[config.mk]
export PLATFORM = sky130hd
export DESIGN_NAME = uart_brk_tx
export DESIGN_NICKNAME = d
export VERILOG_FILES = /design/src/rtl/uart_brk_tx.sv
export SDC_FILE = /design/constraint.sdc
export NUM_CORES = 1
export LEC_CHECK = 0
export ABC_AREA = 1
export BUFFER_PORTS_ARGS = -buffer_cell sky130_fd_sc_hd__clkbuf_2
export CORE_MARGIN = 4
export CORE_UTILIZATION = 50
export DETAILED_ROUTE_END_ITERATION = 6
export PLACE_DENSITY = 0.71
export SETUP_SLACK_MARGIN = 0.1
export SLEW_MARGIN = 40
export SYNTH_ARGS = -nofsm -noshare
export SYNTH_HDL_FRONTEND = slang
export SYNTH_SLANG_ARGS = --single-unit
[constraint.sdc]
create_clock -name clk -period 2.2 [get_ports clk]
set_input_delay 0.33 -clock clk [delete_from_list [all_inputs] [get_ports clk]]
set_output_delay 0.33 -clock clk [all_outputs]
set_load 0.05 [all_outputs]
[src/rtl/uart_brk_tx.sv]
module uart_brk_tx #(
  parameter int DATA_W   = 8,
  parameter int BRK_BITS = 12
) (
  input  logic              clk,
  input  logic              rst_n,
  input  logic              baud_tick,
  input  logic              tx_en,
  input  logic              brk_set,
  input  logic              wr_stb,
  input  logic [DATA_W-1:0] wr_data,
  output logic              tx,
  output logic              buf_empty,
  output logic              shift_empty,
  output logic              brk_pend
);
  localparam int NORM_LAST = DATA_W + 1;
  localparam int BRK_LAST  = BRK_BITS + 1;
  localparam int MAX_LAST  = (NORM_LAST > BRK_LAST) ? NORM_LAST : BRK_LAST;
  localparam int CNT_W     = $clog2(MAX_LAST + 1);

  logic              hold_full;
  logic [DATA_W-1:0] hold_q;
  logic [DATA_W-1:0] sh_q;
  logic              busy;
  logic              brk_frame;
  logic [CNT_W-1:0]  bit_idx;

  logic [CNT_W-1:0] last_idx;
  logic             at_stop;
  logic             load;
  logic             end_frame;
  logic             bit_val;

  assign last_idx  = brk_frame ? CNT_W'(BRK_LAST) : CNT_W'(NORM_LAST);
  assign at_stop   = (bit_idx == last_idx);
  assign load      = hold_full & ~busy & tx_en;
  assign end_frame = busy & tx_en & baud_tick & at_stop;
  assign bit_val   = (bit_idx == '0) ? 1'b0 : (at_stop ? 1'b1 : sh_q[0]);

  assign tx          = ~(busy & tx_en) | bit_val;
  assign buf_empty   = ~hold_full;
  assign shift_empty = ~busy;

  always_ff @(posedge clk or negedge rst_n) begin
    if (!rst_n) begin
      hold_full <= 1'b0;
      hold_q    <= '0;
    end else if (load) begin
      hold_full <= 1'b0;
    end else if (wr_stb && !hold_full) begin
      hold_full <= 1'b1;
      hold_q    <= wr_data;
    end
  end

  always_ff @(posedge clk or negedge rst_n) begin
    if (!rst_n) begin
      busy      <= 1'b0;
      brk_frame <= 1'b0;
      bit_idx   <= '0;
      sh_q      <= '0;
    end else if (!tx_en) begin
      busy <= 1'b0;
    end else if (load) begin
      busy      <= 1'b1;
      brk_frame <= brk_pend;
      bit_idx   <= '0;
      sh_q      <= brk_pend ? '0 : hold_q;
    end else if (busy && baud_tick) begin
      if (at_stop) begin
        busy <= 1'b0;
      end else begin
        bit_idx <= bit_idx + 1'b1;
        if (bit_idx != '0) sh_q <= sh_q >> 1;
      end
    end
  end

  always_ff @(posedge clk or negedge rst_n) begin
    if (!rst_n)                      brk_pend <= 1'b0;
    else if (brk_set)                brk_pend <= 1'b1;
    else if (end_frame && brk_frame) brk_pend <= 1'b0;
  end
endmodule

## Word-level counts from Yosys, hierarchy flattened

Cells that the tools add are included.

| word-level totals | value |
|---|---|
| register bits | 24 |
| input bits | 14 |
| output and inout bits | 4 |
| logic and storage cells | 56 |

| cells by class | value |
|---|---|
| $add $sub $neg | 1 |
| equality and inequality tests | 4 |
| mux-type cells | 19 |
| bitwise operators | 10 |
| reductions and logical operators | 15 |

Operators by type and width:

| operator | number |
|---|---|
| $mux W8 | 5 |
| $mux W4 | 3 |
| $mux W1 | 10 |
| $reduce_bool A2 Y1 | 4 |
| $ne A3 B1 Y1 const B | 2 |
| $reduce_and A2 Y1 | 3 |
| $and A1 B1 Y1 | 5 |
| $add A4 B1 Y4 const B | 1 |
| $eq A4 B4 Y1 | 1 |
| $logic_not A4 Y1 | 1 |
| $not A1 Y1 | 4 |
| $reduce_and A4 Y1 | 1 |
| $reduce_bool A4 Y1 | 1 |
| $logic_and A1 B1 Y1 | 3 |
| $mux W3 | 1 |
| $reduce_and A3 Y1 | 1 |
| $ne A2 B1 Y1 const B | 1 |
| $logic_not A1 Y1 | 1 |
| $or A1 B1 Y1 | 1 |

## Longest topological paths before layout

| logic depth | value |
|---|---|
| depth after elaboration | 6 |
| depth in mapped cells | 9 |

## Worst setup path before layout

No wires, ideal clock.

| path | value |
|---|---|
| path kind | register to output |
| start point | reg bit_idx[0] |
| end point | out tx |
| arrival | 1.315 ns |
| data required time | 1.870 ns |
| slack | 0.555 ns |
| stages on the path, launching flop included | 8 |
| cells stage by stage | dfrtp_1 > ha_1 > nand2_1 > clkinv_2 > nand3_4 > nand2_1 > nand2_1 > nand3_1 |

| between the ends | value |
|---|---|
| cells in the longest elaborated chain, start to end | 4 |

RTL lines:

| item | RTL line | RTL |
|---|---|---|
| start: declaration | 27 | `logic [CNT_W-1:0] bit_idx;` |
| start signal: assignment | 74 | `bit_idx <= bit_idx + 1'b1;` |
| $eq A4 B4 Y1 | 36 | `assign at_stop = (bit_idx == last_idx);` |
| $mux W1 | 39 | `assign bit_val = (bit_idx == '0) ? 1'b0 : (at_stop ? 1'b1 : sh_q[0]);` |
| $mux W1 * | 39 |  |
| $or A1 B1 Y1 * | 41 | `assign tx = ~(busy & tx_en) \| bit_val;` |
| end: declaration | 12 | `output logic tx,` |

Mark *: on every way between the ends. The rest lies on a longest branch, timed or not.

## Final worst setup path

| path | value |
|---|---|
| start point | reg bit_idx[1] |
| end point | out tx |

The elaborated chain is that of the path after synthesis.

==> impl_metrics.ini <==
[sta]
fmax_mhz = 510
rsz0062_at_grt = false
min_period_ns = 1.96
layout_worst_path_cycle_share_pct = 89.1
final_max_slew_viol_count = 0
fin_tns_setup_ns = 0
hold_viol_final = 24
tightestPinTransition_ns = 0.584
finalClockSkew_ns = 0.00344
holdWs_ns = -0.0138
slew_headroom_pct = 61.1
setup_viol = 0

[yosys]
synth_warnings = 0
yosysTopAreaCell = dfrtp_1
syn_nets = 160
synth_top_area_share_pct = 46.7
synth_area_leaders = dfrtp_1 47%, nand2_1 16%, mux2_1 6.1%
ys_types = 25
ys_ff_latch = 24
seq_area_frac_synth_pct = 46.7
syn_area_um2 = 1290
avgSynthCellArea_um2 = 8.99
syn_inst = 143

[power]
seqPwrFrac_pct = 45.8
peakVddDrop_v = 0.000620
p_sw_w = 0.000554
p_leak_nw = 0.770
clkPwrFrac_pct = 16.4
p_comb_share_pct = 37.8
p_int_w = 0.000847
p_per_area_nw_per_um2 = 982
p_sw_share_pct = 39.5

[detailed_routing]
antenna_left = 0
wire_per_inst_um = 12.0
remaining_drc_errors = 0
drtIter0Drc = 19
vias = 973
first_pass_iters = 5
viasPerCell = 5.07
drt-total-wl_um = 2300

[clock_tree]
cts-root-buf = clkbuf_4
cts_buffer_depth = 2
numClockSinks = 24
htree_levels = 1
cts_hold_buf = 0
numCtsBuffers = 3
cts_tree = yes
clk_pin_slew_worst_paths_ns = 0.13
clkLatencyLatePin_ns = 0.31

[global_routing]
grt_overflow = 0
grt_max_degree = 25
grt_pass1_wl_um = 3980
grt_pass1_vias = 949
grtUsageTotal_pct = 15.3
antenna_found_initial = 0

[placed_design]
post_dp_cell_area_um2 = 1370
dpl.hpwl_um = 1700
portBuffers = 17
gp_congestion = 0.749

[final_layout]
layout_commonest_cell = nand2_1
antenna_cells = 0
areaGrowthSynthToFinish_pct = 11.0
fillCellCount = 228
final_cell_mix = 56 x nand2_1, 24 x dfrtp_1, 16 x clkbuf_2
layout.nets = 180
final_cell_area_um2 = 1430
drive_gt1_share_pct = 25.3
post-route-util_pct = 58.2

[die]
ioPinCount = 18
coreArea_um2 = 2450
rows = 18
die_w_um = 58.7
die_area_um2 = 3450
die_h_um = 58.7
initial_utilization_pct = 52.4

[status]
violations = hold timing
status = finished with violations

[setup_path]
crit-reg2reg-launch = bit_idx[0]
crit_fanout = 5
endpoint_kind = primary output
worstReg2RegEnd = sh_q[3]
crit_arrival_ns = 1.63
crit_type = flop to primary output
ff2ff_path_depth = 7
start_kind = flop
required_ns = 1.87
reg2reg_slack_ns = 0.76

[flow_run]
cap_violations = 0

[worst_hold_path]
hold_class = primary input to asynchronous set/reset pin
==> Yosys cell counts (all sizes together) <==
library cell  number
inv               13
buf                4
clkinv             1
mux2               8
nand3             16
or2                1
nand2             60
dfrtp             24
nand4              2
ha                 3
xor2               2
o21ai              3
nor2               4
a21oi              2
==> stage by stage <==
stage / hold slack [ns] / cells / total power [W] / worst slack [ns]
after global placement: 0.363 / 186 / 0.00112 / 0.605
after global routing: 0.0136 / 192 / 0.00151 / 0.0906
after detailed placement: 0.360 / 186 / 0.00115 / 0.511
after floorplan: 0.0344 / 143 / 0.00105 / 0.555
final: -0.0138 / 192 / 0.00140 / 0.239
after CTS: 0.00115 / 190 / 0.00138 / 0.148
==> per-layer routing <==
metal  global-route usage (%)  share of wire, %  vias up
met1                     18.3                43      460
met4                     7.77               2.8        0
met3                     2.63               3.9        7
met5                        0                 0        -
li1                         -                 -      488
met2                     26.2                50       18
==> power by group through the flow <==
stage	Clock (W)	Sequential (W)	Combinational (W)
final	0.000230	0.000641	0.000530
after global routing	0.000257	0.000659	0.000591
after CTS	0.000237	0.000643	0.000502
after detailed placement	0	0.000654	0.000499
after global placement	0	0.000645	0.000475
after floorplan	0	0.000625	0.000427
==> critical path, stage by stage, from the launching register on <==
cell and delay [ns]:
dfrtp_1 0.41, inv_1 0.09, ha_1 0.19, nand2_1 0.08, clkinv_2 0.09, nand3_4 0.10
nand2_1 0.06, nand2_1 0.05, nand3_1 0.07, buf_6 0.17
==> kinds of logic after synthesis <==
logic type                 count (synthesis)  share of synthesized area [%]
adders and majority gates                  3                           2.92
buffers and inverters                     18                           7.20
DFF                                       24                           46.7
xor gates and xnor gates                   2                           1.36
AOI/OAI and AO/OA                          5                           2.82
and+or+nand+nor                           83                           32.0
muxes                                      8                           7.00
==> flip-flops by register name (all words and copies together) (netlist names) <==
register   flops
hold_q         8
hold_full      1
brk_pend       1
sh_q           8
brk_frame      1
busy           1
bit_idx        4
==> timing repair <==
action	in CTS	in global routing
resized for setup	0	4
setup buffers	0	2
setup endpoints to repair	0	1
==> how the worst max path moves through the flow <==
| stage | cells past startpoint | from | end |
|---|---|---|---|
| 2_1_floorplan | 7 | bit_idx[0] | tx |
| 3_3_place_gp | 9 | bit_idx[1] | tx |
| 3_5_place_dp | 9 | bit_idx[1] | tx |
| 4_1_cts | 9 | bit_idx[1] | tx |
| 5_1_grt | 9 | bit_idx[1] | tx |
| 6_report | 9 | bit_idx[1] | tx |
==> area by class of cell <==
| cell class | instances | area [µm²] | area share (%) |
|---|---|---|---|
| tap | 30 | 37.5 | 2.63 |
| timing repair buffer | 19 | 106 | 7.45 |
| sequential | 24 | 601 | 42.1 |
| multi-input combinational | 101 | 593 | 41.5 |
| clock buffer | 4 | 36.3 | 2.54 |
| inverter | 14 | 53.8 | 3.77 |
(Power assumes the default switching activity.)
